--- src/rtl/dacfe_pkg.sv ---
package dacfe_pkg;

    localparam int WORD_W = 16;
    localparam int CNT_W  = $clog2(WORD_W + 1);

    typedef logic [WORD_W-1:0] word_t;
    typedef logic [CNT_W-1:0]  cnt_t;

    // Host-side pins, carried together through the synchronisers
    typedef struct packed {
        logic cs_n;
        logic sclk;
        logic sdi;
        logic ldac_n;
    } pins_t;

    localparam pins_t IDLE_PINS = '{cs_n: 1'b1, sclk: 1'b0, sdi: 1'b0, ldac_n: 1'b1};

    function automatic word_t mid_scale();
        word_t w;
        w = '0;
        w[WORD_W-1] = 1'b1;
        return w;
    endfunction

    function automatic cnt_t full_count();
        return cnt_t'(WORD_W);
    endfunction

endpackage

--- src/rtl/dacfe_sync.sv ---
module dacfe_sync
    import dacfe_pkg::*;
#(
    parameter int STAGES = 2
) (
    input  logic  clk,
    input  logic  rst,
    input  pins_t pins_in,
    output pins_t pins_out
);

    pins_t chain [STAGES];

    always_ff @(posedge clk) begin
        if (rst) chain[0] <= IDLE_PINS;
        else     chain[0] <= pins_in;
    end

    generate
        for (genvar g = 1; g < STAGES; g++) begin : g_stage
            always_ff @(posedge clk) begin
                if (rst) chain[g] <= IDLE_PINS;
                else     chain[g] <= chain[g-1];
            end
        end
    endgenerate

    assign pins_out = chain[STAGES-1];

endmodule

--- src/rtl/dacfe_shifter.sv ---
module dacfe_shifter
    import dacfe_pkg::*;
(
    input  logic  clk,
    input  logic  rst,
    input  pins_t pins,
    output word_t shreg,
    output logic  cs_rise,
    output cnt_t  bit_cnt
);

    logic cs_d;
    logic sclk_d;
    logic cs_fall;
    logic shift_en;

    always_ff @(posedge clk) begin
        if (rst) begin
            cs_d   <= 1'b1;
            sclk_d <= 1'b0;
        end else begin
            cs_d   <= pins.cs_n;
            sclk_d <= pins.sclk;
        end
    end

    assign cs_rise  = pins.cs_n & ~cs_d;
    assign cs_fall  = ~pins.cs_n & cs_d;
    assign shift_en = ~pins.cs_n & pins.sclk & ~sclk_d;

    // Shift register deliberately carries no reset
    always_ff @(posedge clk) begin
        if (shift_en) shreg <= {shreg[WORD_W-2:0], pins.sdi};
    end

    always_ff @(posedge clk) begin
        if (rst)                                   bit_cnt <= '0;
        else if (cs_fall)                          bit_cnt <= '0;
        else if (shift_en && bit_cnt != full_count()) bit_cnt <= bit_cnt + cnt_t'(1);
    end

endmodule

--- src/rtl/dacfe_latch.sv ---
module dacfe_latch
    import dacfe_pkg::*;
(
    input  logic  clk,
    input  logic  rst,
    input  logic  cs_n_s,
    input  logic  ldac_n_s,
    input  logic  cs_rise,
    input  word_t shreg,
    input  cnt_t  bit_cnt,
    output word_t staged,
    output word_t dac_code,
    output logic  short_flag,
    output logic  err_pulse,
    output logic  blocked
);

    logic ldac_d;
    logic ldac_fall;
    logic violation;
    logic load_en;

    always_ff @(posedge clk) begin
        if (rst) ldac_d <= 1'b1;
        else     ldac_d <= ldac_n_s;
    end

    assign ldac_fall = ~ldac_n_s & ldac_d;
    assign violation = ldac_fall & ~cs_n_s;
    assign load_en   = ~ldac_n_s & cs_n_s & ~blocked;

    always_ff @(posedge clk) begin
        if (rst) begin
            staged     <= mid_scale();
            short_flag <= 1'b0;
        end else if (cs_rise) begin
            staged     <= shreg;
            short_flag <= (bit_cnt < full_count());
        end
    end

    always_ff @(posedge clk) begin
        if (rst)          dac_code <= mid_scale();
        else if (load_en) dac_code <= staged;
    end

    always_ff @(posedge clk) begin
        if (rst) begin
            blocked   <= 1'b0;
            err_pulse <= 1'b0;
        end else begin
            err_pulse <= violation;
            if (violation)                  blocked <= 1'b1;
            else if (cs_n_s && ldac_n_s)    blocked <= 1'b0;
        end
    end

endmodule

--- src/rtl/dacfe_top.sv ---
module dacfe_top
    import dacfe_pkg::*;
#(
    parameter int SYNC_STAGES = 2
) (
    input  logic              clk,
    input  logic              rst,
    input  logic              cs_n_i,
    input  logic              sclk_i,
    input  logic              sdi_i,
    input  logic              ldac_n_i,
    output logic [WORD_W-1:0] dac_code_o,
    output logic [WORD_W-1:0] staged_o,
    output logic [CNT_W-1:0]  frame_bits_o,
    output logic              short_frame_o,
    output logic              strobe_err_o
);

    pins_t pins_raw;
    pins_t pins_s;
    word_t shreg;
    logic  cs_rise;
    cnt_t  bit_cnt;
    word_t staged;
    word_t dac_code;
    logic  blocked;

    assign pins_raw = '{cs_n: cs_n_i, sclk: sclk_i, sdi: sdi_i, ldac_n: ldac_n_i};

    dacfe_sync #(.STAGES(SYNC_STAGES)) u_sync (
        .clk      (clk),
        .rst      (rst),
        .pins_in  (pins_raw),
        .pins_out (pins_s)
    );

    dacfe_shifter u_shift (
        .clk     (clk),
        .rst     (rst),
        .pins    (pins_s),
        .shreg   (shreg),
        .cs_rise (cs_rise),
        .bit_cnt (bit_cnt)
    );

    dacfe_latch u_latch (
        .clk        (clk),
        .rst        (rst),
        .cs_n_s     (pins_s.cs_n),
        .ldac_n_s   (pins_s.ldac_n),
        .cs_rise    (cs_rise),
        .shreg      (shreg),
        .bit_cnt    (bit_cnt),
        .staged     (staged),
        .dac_code   (dac_code),
        .short_flag (short_frame_o),
        .err_pulse  (strobe_err_o),
        .blocked    (blocked)
    );

    assign dac_code_o   = dac_code;
    assign staged_o     = staged;
    assign frame_bits_o = bit_cnt;

endmodule

--- config.mk ---
export PLATFORM = sky130hd
export DESIGN_NAME = dacfe_top
export DESIGN_NICKNAME = d
export VERILOG_FILES = /design/src/rtl/dacfe_pkg.sv /design/src/rtl/dacfe_sync.sv /design/src/rtl/dacfe_shifter.sv /design/src/rtl/dacfe_latch.sv /design/src/rtl/dacfe_top.sv
export SDC_FILE = /design/constraint.sdc
export NUM_CORES = 1
export LEC_CHECK = 0
export CORE_ASPECT_RATIO = 0.8
export CORE_MARGIN = 3
export CORE_UTILIZATION = 40
export CTS_BUF_LIST = sky130_fd_sc_hd__clkbuf_8 sky130_fd_sc_hd__clkbuf_16
export DETAILED_ROUTE_END_ITERATION = 8
export DONT_BUFFER_PORTS = 1
export PLACE_DENSITY = 0.57
export SETUP_SLACK_MARGIN = 0.05
export SLEW_MARGIN = 10
export SYNTH_ARGS = -nofsm -noshare
export SYNTH_HDL_FRONTEND = slang
export SYNTH_SLANG_ARGS = --single-unit
--- constraint.sdc ---
create_clock -name clk -period 4.4 [get_ports clk]
set_input_delay 0.22 -clock clk [delete_from_list [all_inputs] [get_ports clk]]
set_output_delay 0.22 -clock clk [all_outputs]
set_load 0.03 [all_outputs]
# == Word level (Yosys, flattened, before mapping) ==
# Memory sizes are Yosys's and may differ from the RTL's.
# Cells that the tools add are included.
# word_totals
ff_bits,59
ram_bits,8
inputBits,6
output_inout_bits,39
word_cells,40
mem_count,1
# classes
n_addsub,1
n_lt_le_gt_ge,1
eq_ne,1
mux,7
bitwise,15
n_reduce_logical,4
# mem_list
name,words,word_bits,read_ports,rd_clocked_by_memory_dff,wr,line_no,source
u_sync.chain,2,4,2,0,2,dacfe_sync.sv:12,pins_t chain [STAGES];
# op_table
op,count
AND 1 bit,8
2-to-1 mux 4 bit,2
adder 5 x 1 -> 5 bit (second input constant),1
less-than comparator 5 bit (second input constant),1
2-to-1 mux 1 bit,5
!= test 5 bit (second input constant),1
NOT 1 bit,5
logical AND 1 bit,2
OR 1 bit,2
nonzero test 2 bit,1
OR reduction 2 bit,1

# == Depth between registers and ports, before layout ==
# Gate-level depths: netlist of the first run.
# depth
word_depth,4
ltp_mapped,5
ltp_nobuf,5

# == By module ==
# A second synthesis of the first run with hierarchy kept.
# unflattened
cells_unflattened,203
area_unflattened_um2,2516.2
# by_module_without_submodules
module,instances,cells_per_inst,area_per_inst_um2,seq_area_each_um2
dacfe_latch,1,133,1430.1,720.7
dacfe_shifter,1,54,875.8,620.6
dacfe_sync,1,16,210.2,160.2

# == Worst setup path after synthesis of the first run ==
# OpenSTA, ideal clock, no wires.
# synth_path
path_kind,register to register
from,memory u_sync.chain[1][3] (netlist name)
to,register u_shift.bit_cnt[2]
setup_time_ns,0.096
arrival_ns,1.691
t_required_ns,4.304
setup_slack_ns,2.614
stages_incl_launch_ff,4
synth_period_minus_slack_ns,1.786
cell_sequence,dfxtp_1 > nor3b_2 > o2111ai_1 > a221oi_1
# synth_rtl
element,line_no,source
start: declaration,dacfe_sync.sv:12,
end signal: assignment,dacfe_shifter.sv:39,else if (shift_en && bit_cnt != full_count()) bit_cnt <= bit_cnt + cnt_t'(1);
end: declaration,dacfe_shifter.sv:9,output cnt_t bit_cnt

==> results_dict.tcl, run 1 <==
set metrics [dict create \
    status "complete, no violations" \
    finalHoldViolations 0 \
    syn2layout_area_growth_pct 13.4 \
    post_drt_wl_per_cell_um 13.9 \
    ctsLongestPathBuffers 2 \
    end_kind "flop" \
    start_kind "flop" \
    p_leak_nw 0.918 \
    clk_pin_slew_ns 0.07 \
    synthArstFlopShare 0 \
    syn_nets 235 \
    via_count 1529 \
    dp_slack_ns 2.41 \
    synth.most_common_cell "nand2_1" \
    drive_gt1_frac 0.111 \
    synth_area_mm2 0.00233 \
    insertion_delay_ns 0.33 \
    arrival_ns 2.22 \
    skew_ns 0.00523 \
    synth_top_area_frac 0.437 \
    synth_area_per_cell_um2 10.3 \
    synthDistinctLibCells 29 \
    period_share 0.443 \
    ys_seq_area_frac 0.643 \
    finalSetupTns_ns 0 \
    cts_buffers 9 \
    io_pins 45 \
    r2r_slack_ns 2.45 \
    grt_util_all_layers 0.137 \
    crit_chain "nor2b_1 -> nand2_1 -> a21oi_1" \
    cts_setup_buffers 0 \
    clockRootBuffer "clkbuf_8" \
    rsz0062_at_grt "no" \
    reg2reg_to "u_latch.staged[12]" \
    drtPass1Iterations 4 \
    clock-sinks 67 \
    num_rows 24 \
    yosysWarnings 0 \
    synth_edf_count 16 \
    dr_wl_met3_um 366 \
    crit_slowest_cell "nor2b_1" \
    critical_path.max_fanout 17 \
    gp_congestion 0.715 \
    grt_pass1_wl_mm 6.81 \
    first_global_vias 1390 \
    holdPathEnd "u_sync.chain[0][2]" \
    maxCapViolCount 0 \
    nNetsFinal 238 \
    synth_area_leader_cell "dfxtp_1" \
    first_iter_violations 118 \
    drc 0 \
    top_layer "met4" \
    layout_setup_ws_ns 2.45 \
    dominantRegCellSynth "dfxtp_1" \
    io_buffers 0 \
    fmax_mhz 513 \
    vdd_ir_drop_max_v 0.000243 \
    core_region_area_mm2 0.00556 \
    die-width_um 91.4 \
    postRouteAntennaNets 0 \
    hp-class "in2reg" \
    num_antenna_cells 0 \
    yosys-top-cells-count "nand2_1, dfxtp_1, a21oi_1" \
    r2r_cells 3 \
    met2_length_mm 1.82 \
    drv_slew 0 \
    via_per_inst 4.88 \
    die_height_um 74.3 \
    ys_ff_latch 67 \
    critPathKind "reg2reg" \
    netlist_instances 227 \
    synth.area.top_cells "dfxtp_1, edfxtp_1, nand2_1" \
    cts_tree "done" \
    slowest_delay_ns 0.96 \
    grt_overflow 0 \
    cp.required_ns 4.67 \
    grt_max_degree 44 \
    slew_headroom 0.233 \
    min_from "sclk_i" \
    whs_path_depth 1 \
    dp_hpwl_mm 2.64 \
    r2r-start "u_sync.chain[1][3]" \
    antenna_found_initial 0 \
    met1_length_mm 2.10 \
    fin_crit_ns 1.95 \
    power_density_mw_per_mm2 473 \
    die_area_mm2 0.00680 \
    finalWirelength_mm 4.36 \
    initial_core_util 0.420 \
    h-tree-depth 3 \
    worst_pin_slew_ns 1.15 \
    setup_viol 0 \
]
==> area by class of cell <==
type	count	area (um^2)
Inverter	6	22.5
Tap cell	78	97.6
Multi-Input combinational cell	141	742
Timing Repair Buffer	5	57.6
Sequential cell	67	1500
Clock inverter	5	75.1
Fill cell	522	2910
Clock buffer	11	151
==> report_power, final <==
part,total (mW),internal [mW],switching (mW)
combinational,0.0314,0.0121,0.0193
sequential,0.653,0.637,0.0156
clock,0.567,0.347,0.220
==> cells by family (layout without fill, tap and decap cells) <==
family	count (synthesis)	after routing	synth area share
flip-flops	67	67	0.643
adder cells (fa/ha/maj)	2	2	0.0107
AND/OR/NAND/NOR	91	91	0.180
AO/OA/AOI/OAI	44	44	0.110
multiplexers	4	4	0.0171
buffers and inverters	19	27	0.0391
==> metrics by stage <==
stage | total power, mW | util | cells | hold slack [ns] | instance area [um^2]
2_1_floorplan | 0.689 | - | 227 | 0.324 | 2330
3_3_place_gp | 0.688 | 0.427 | 293 | 0.295 | 2370
3_5_place_dp | 0.688 | 0.427 | 293 | 0.293 | 2370
4_1_cts | 1.27 | 0.477 | 313 | 0.00287 | 2650
5_1_grt | 1.30 | 0.477 | 313 | 0.0136 | 2650
6_report | 1.25 | 0.477 | 313 | 0.0157 | 2650
==> routing by layer <==
metal	track usage	vias up
li1	-	765
met3	0.0870	5
met4	0.0686	0
met2	0.178	41
met1	0.173	718
met5	0	-
==> layout by cell type (no fill, tap or decap), drive strengths merged, types with 3 or more instances in the layout <==
cell         netlist  layout
nand2             68      68
dfxtp             51      51
a21oi             32      32
edfxtp            16      16
clkbuf             4      11
nor2b              6       6
o211ai             6       6
inv                5       5
or2                5       5
mux2i              4       4
clkinv             1       4
nor3b              4       4
dlygate4sd3        0       3
==> critical path, delay by kind of cell (launching register included) <==
kind             cells  cell delay, ns
flip-flops           1            0.60
AND/OR/NAND/NOR      2            1.12
AO/OA/AOI/OAI        1            0.16
==> worst max-delay path by stage <==
stage / from / to / cells past startpoint
after floorplan: u_sync.chain[1][3] / u_shift.bit_cnt[2] / 3
after global placement: u_sync.chain[1][3] / u_latch.staged[11] / 3
after detailed placement: u_sync.chain[1][3] / u_latch.staged[12] / 3
after CTS: u_sync.chain[1][3] / u_latch.staged[12] / 3
after global routing: u_sync.chain[1][3] / u_latch.staged[4] / 3
final: u_sync.chain[1][3] / u_latch.staged[12] / 3
==> registers in the layout, indices dropped and copies added (netlist names) <==
name	cells
u_shift.bit_cnt	5
u_latch.short_flag	1
u_latch.err_pulse	1
u_sync.chain	8
u_shift.cs_d	1
u_latch.dac_code	16
u_latch.ldac_d	1
u_shift.sclk_d	1
u_latch.staged	16
u_latch.blocked	1
u_shift.shreg	16
==> repair_timing <==
action | CTS | global route
endpoints found under the hold margin | 43 | 0
gates resized for setup | 0 | 0
hold buffers | 4 | 0
No activity file was read; power rests on OpenSTA's default activity.
==> inputs of run 2 (changes only) <==
==> constraint.sdc (replaced) <==
create_clock -name clk -period 2 [get_ports clk]
set_input_delay 0.1 -clock clk [delete_from_list [all_inputs] [get_ports clk]]
set_output_delay 0.1 -clock clk [all_outputs]
set_load 0.03 [all_outputs]
==> run 2 against run 1 <==
Worst hold slack improved by 0.016 ns. Critical endpoint is now u_latch.dac_code[3]. First-iteration DRC count rose by 3.4%. Largest cell class unchanged. Largest power group unchanged. Clock power rose by 130%. Non-clock buffer count rose by 8. Critical path depth rose by 2. Combinational power rose by 140%. Die area did not move. Maximum frequency rose by 34%. Final cell count rose by 2.6%. Global-route usage rose by 0.93 points. Cell area rose by 2.9%.
==> results_dict.tcl, run 2 (synthesis results as in run 1) <==
set metrics [dict create \
    crit_slowest_cell "nor3b_4" \
    vdd_ir_drop_max_v 0.000682 \
    syn2layout_area_growth_pct 16.7 \
    nNetsFinal 246 \
    hp-class "in2reg" \
    critical_path.max_fanout 13 \
    grt_util_all_layers 0.146 \
    insertion_delay_ns 0.34 \
    via_per_inst 4.77 \
    die_area_mm2 0.00680 \
    cp.required_ns 2.26 \
    cts_buffers 9 \
    io_pins 45 \
    critPathTopFamily "simple AND/OR/NAND/NOR gates" \
    p_leak_nw 0.959 \
    antenna_found_initial 0 \
    final_common_cell "nand2_1" \
    ctsLongestPathBuffers 2 \
    rsz0062_at_grt "no" \
    grt_overflow 0 \
    core_region_area_mm2 0.00556 \
    path_buf_inv 2 \
    drtPass1Iterations 4 \
    r2r_cells 5 \
    first_iter_violations 122 \
    fmax_mhz 687 \
    grt_max_degree 46 \
    reg_top3 "u_latch.dac_code (16), u_latch.staged (16), u_shift.shreg (16)" \
    die_height_um 74.3 \
    slowest_delay_ns 0.38 \
    worst_pin_slew_ns 0.697 \
    ctsResizeCount 0 \
    path_depth 5 \
    post_drt_wl_per_cell_um 14.4 \
    finalWirelength_mm 4.61 \
    num_antenna_cells 0 \
    num_rows 24 \
    dp_hpwl_mm 2.93 \
    drv_slew 0 \
    io_buffers 0 \
    finalSetupTns_ns 0 \
    dp_slack_ns 0.542 \
    crit_chain "buf_4 -> nor3b_4 -> buf_4 -> nand2_1 -> a21oi_1" \
    finalHoldViolations 0 \
    r2r_slack_ns 0.54 \
    critPathKind "reg2reg" \
    grt_pass1_wl_mm 7.24 \
    start_kind "flop" \
    gp_congestion 0.724 \
    clockRootBuffer "clkbuf_8" \
    end_kind "flop" \
    h-tree-depth 3 \
    via_count 1532 \
    layout_setup_ws_ns 0.544 \
    fin_crit_ns 1.46 \
    status "complete, no violations" \
    clk_pin_slew_ns 0.07 \
    mostFrequentLayoutCells "nand2_1, dfxtp_1, a21oi_1" \
    whs_path_depth 2 \
    slew_headroom 0.535 \
    maxCapViolCount 0 \
    clock-sinks 67 \
    skew_ns 0.00886 \
    hold_ws_ns 0.0321 \
    postRouteAntennaNets 0 \
    arrival_ns 1.72 \
    instances_no_fill 321 \
    setup_viol 0 \
    first_global_vias 1360 \
    cp_common_cell "buf_4" \
    final_core_util 0.490 \
    die-width_um 91.4 \
    period_share 0.728 \
    place_inst 300 \
    drive_gt1_frac 0.136 \
    initial_core_util 0.420 \
    drc 0 \
    cts_tree "done" \
    power_density_mw_per_mm2 1040 \
]
-- run 2: report_power, final --
group / total [mW] / internal (mW) / switching [mW]
Combinational: 0.0768 / 0.0308 / 0.0461
Sequential: 1.43 / 1.40 / 0.0314
Clock: 1.33 / 0.825 / 0.509
-- run 2: final timing paths --
path / start / to
setup / recovery: u_sync.chain[1][3] / u_latch.dac_code[3]
hold / removal: rst / u_latch.dac_code[15]
setup reg to reg: u_sync.chain[1][3] / u_latch.dac_code[3]
hold reg to reg: u_sync.chain[1][1] / u_shift.shreg[0]
-- run 2: worst register-to-register path, delay by kind of cell, from the launching register on --
family | cells | cell delay [ns]
AND/OR/NAND/NOR | 2 | 0.45
buffers and inverters | 2 | 0.44
flip-flops | 1 | 0.35
AO/OA/AOI/OAI | 1 | 0.15
-- run 2: per-layer routing --
layer | routed length (um) | vias up | global-route usage
met5 | 0 | - | 0
met4 | 41 | 0 | 0.0552
met3 | 430 | 2 | 0.100
met2 | 2030 | 45 | 0.201
met1 | 2110 | 699 | 0.180
li1 | - | 786 | -
-- run 2: cell type report --
cell class	count	area, um^2
fill	521	2830
sequential	67	1500
multi-input combinational	141	742
clock buffer	9	124
timing repair buffer	13	120
clock inverter	7	116
tap	78	97.6
inverter	6	22.5
-- run 2: timing repair --
action                                 in CTS  in global routing
setup buffers                               0                  0
endpoints found under the hold margin      46                  0
hold buffers                                5                  0
-- run 2: metrics by stage --
step                      area [um^2]  total power [mW]
after floorplan                  2330              1.52
after global placement           2420              1.52
final                            2720              2.84
after CTS                        2720              2.88
after global routing             2720              2.95
after detailed placement         2420              1.52
==> inputs of run 3 (changes only) <==
--- a/config.mk
+++ b/config.mk
@@ -5,13 +5,14 @@
 export SDC_FILE = /design/constraint.sdc
 export NUM_CORES = 1
 export LEC_CHECK = 0
+export ABC_AREA = 1
 export CORE_ASPECT_RATIO = 0.8
 export CORE_MARGIN = 3
 export CORE_UTILIZATION = 40
 export CTS_BUF_LIST = sky130_fd_sc_hd__clkbuf_8 sky130_fd_sc_hd__clkbuf_16
 export DETAILED_ROUTE_END_ITERATION = 8
 export DONT_BUFFER_PORTS = 1
-export PLACE_DENSITY = 0.57
+export PLACE_DENSITY = 0.59
 export SETUP_SLACK_MARGIN = 0.05
 export SLEW_MARGIN = 10
 export SYNTH_ARGS = -nofsm -noshare
==> constraint.sdc (replaced) <==
create_clock -name clk -period 1.2 [get_ports clk]
set_input_delay 0.06 -clock clk [delete_from_list [all_inputs] [get_ports clk]]
set_output_delay 0.06 -clock clk [all_outputs]
set_load 0.03 [all_outputs]
==> run 3 against run 2 <==
Synthesized area is 0.75% lower. Worst hold slack gained 0.089 ns. Clock skew is 0.0025 ns higher. Critical endpoint is now u_shift.shreg[8].
==> results_dict.tcl, run 3 <==
set metrics [dict create \
    finalWirelength_mm 5.00 \
    die-width_um 91.1 \
    via_count 1822 \
    ys_ff_latch 67 \
    mostFrequentLayoutCells "nor2_1, dfxtp_1, buf_4" \
    final_core_util 0.581 \
    finalSetupTns_ns 0 \
    hp-class "in2reg" \
    p_total_mw 4.34 \
    whs_path_depth 3 \
    cts_buffers 9 \
    io_buffers 0 \
    r2r-start "u_sync.chain[1][3]" \
    core_region_area_mm2 0.00553 \
    syn_nets 255 \
    yosys-top-cells-count "nor2_1, dfxtp_1, o21ai_0" \
    synth_edf_count 16 \
    first_iter_violations 153 \
    synth_area_mm2 0.00232 \
    worst_pin_slew_ns 0.307 \
    nFillCells 504 \
    grt_pass1_wl_mm 7.85 \
    post_drt_wl_per_cell_um 12.7 \
    period_share 0.950 \
    yosysWarnings 0 \
    rsz0062_at_grt "yes" \
    synth.area.top_cells "dfxtp_1, edfxtp_1, nor2_1" \
    synthDistinctLibCells 20 \
    drtPass1Iterations 4 \
    clk_pin_slew_ns 0.07 \
    synthArstFlopShare 0 \
    synth.most_common_cell "nor2_1" \
    insertion_delay_ns 0.33 \
    holdPathEnd "u_latch.dac_code[15]" \
    die_area_mm2 0.00675 \
    drive_gt1_frac 0.308 \
    seq_area_mm2 0.00151 \
    ctsLongestPathBuffers 2 \
    min_from "rst" \
    nNetsFinal 318 \
    synth_top_area_frac 0.441 \
    first_global_vias 1702 \
    critical_path.max_fanout 5 \
    via_per_inst 4.64 \
    drv_slew 0 \
    skew_ns 0.0114 \
    power_density_mw_per_mm2 1350 \
    num_rows 24 \
    netlist_instances 247 \
    dp_slack_ns 0.0347 \
    dp_hpwl_mm 2.99 \
    maxCapViolCount 0 \
    postRouteAntennaNets 0 \
    multi_input_area_um2 787 \
    antenna_found_initial 0 \
    die_height_um 74.1 \
    setup_viol 0 \
    reg2reg_to "u_shift.shreg[8]" \
    initial_core_util 0.419 \
    synth_area_per_cell_um2 9.38 \
    r2r_slack_ns 0.06 \
    cp.required_ns 1.24 \
    critPathKind "reg2reg" \
    final_common_cell "nor2_1" \
    slew_headroom 0.795 \
    grt_overflow 0 \
    reg_top3 "u_latch.dac_code (16), u_latch.staged (16), u_shift.shreg (16)" \
    num_antenna_cells 0 \
    syn2layout_area_growth_pct 38.5 \
    gp_congestion 0.703 \
    grt_util_all_layers 0.150 \
    hold_ws_ns 0.122 \
    layout_setup_ws_ns 0.0605 \
    clock-sinks 67 \
    clockRootBuffer "clkbuf_8" \
    dominantRegCellSynth "dfxtp_1" \
    drc 0 \
    arrival_ns 1.18 \
    vdd_ir_drop_max_v 0.000950 \
    h-tree-depth 3 \
    status "complete, no violations" \
    p_leak_nw 1.41 \
    r2r_cells 5 \
    end_kind "flop" \
    grt_max_degree 34 \
    ys_seq_area_frac 0.648 \
    start_kind "flop" \
    finalHoldViolations 0 \
    io_pins 45 \
    cts_tree "done" \
    fmax_mhz 878 \
    fin_crit_ns 1.14 \
    synth_area_leader_cell "dfxtp_1" \
]
-- run 3: how the worst max path moves through the flow --
| stage | startpoint | end | slack [ns] | depth (start not counted) |
|---|---|---|---|---|
| 2_1_floorplan | u_sync.chain[1][3] | u_shift.bit_cnt[1] | -0.05 | 6 |
| 3_3_place_gp | u_sync.chain[1][3] | u_latch.staged[14] | 0.05 | 5 |
| 3_5_place_dp | u_shift.bit_cnt[0] | u_shift.bit_cnt[1] | 0.03 | 8 |
| 4_1_cts | u_sync.chain[1][3] | u_shift.bit_cnt[0] | 0.04 | 6 |
| 5_1_grt | u_shift.bit_cnt[3] | u_shift.bit_cnt[3] | 0.001 | 5 |
| 6_report | u_sync.chain[1][3] | u_shift.shreg[8] | 0.06 | 5 |
-- run 3: cell type report --
type	instances	share of cell area
Sequential cell	67	0.471
Multi-Input combinational cell	154	0.245
Timing Repair Buffer	61	0.176
Clock buffer	11	0.0472
Tap cell	78	0.0304
Inverter	17	0.0234
Clock inverter	5	0.00741
-- run 3: what timing repair did --
item                                    in CTS  in global routing
endpoints found under the hold margin       18                  1
gates resized for setup                      2                 24
hold buffers                                 9                  1
gates cloned                                 0                  3
pin swaps                                    0                  6
endpoints found under the setup margin       4                 40
setup buffers                                0                  5
-- run 3: logic make-up (layout without fill, tap and decap cells) --
kind of cell | after synthesis | in the layout | synth area share
buffers and inverters | 26 | 94 | 0.0497
adders and majority gates | 2 | 2 | 0.0108
and+or+nand+nor | 113 | 113 | 0.207
DFF | 67 | 67 | 0.648
AOI/OAI and AO/OA | 39 | 39 | 0.0842
-- run 3: report_power, final --
part	internal (mW)	total, mW	switching, mW
Clock	0.837	1.61	0.772
Combinational	0.131	0.336	0.204
Sequential	2.36	2.40	0.0359
Total	3.33	4.34	1.01
-- run 3: layer usage --
layer  vias up  global-route usage  routed length [um]
met1       848               0.188                2430
met4         0              0.0452                  57
li1        923                   -                   -
met3         6              0.0677                 230
met2        45               0.237                2280
met5         -                   0                   0
-- run 3: worst max-delay path: stages (launching register included) --
cell and delay, ns:
dfxtp_2 0.33, clkinv_4 0.08, nand2_4 0.05, nor2_4 0.12, buf_4 0.16, buf_12 0.12
-- run 3: stage by stage --
step / instance area, um^2 / instances
2_1_floorplan: 2330 / 247
3_3_place_gp: 2720 / 360
3_5_place_dp: 2720 / 360
4_1_cts: 2990 / 385
5_1_grt: 3210 / 393
6_report: 3210 / 393
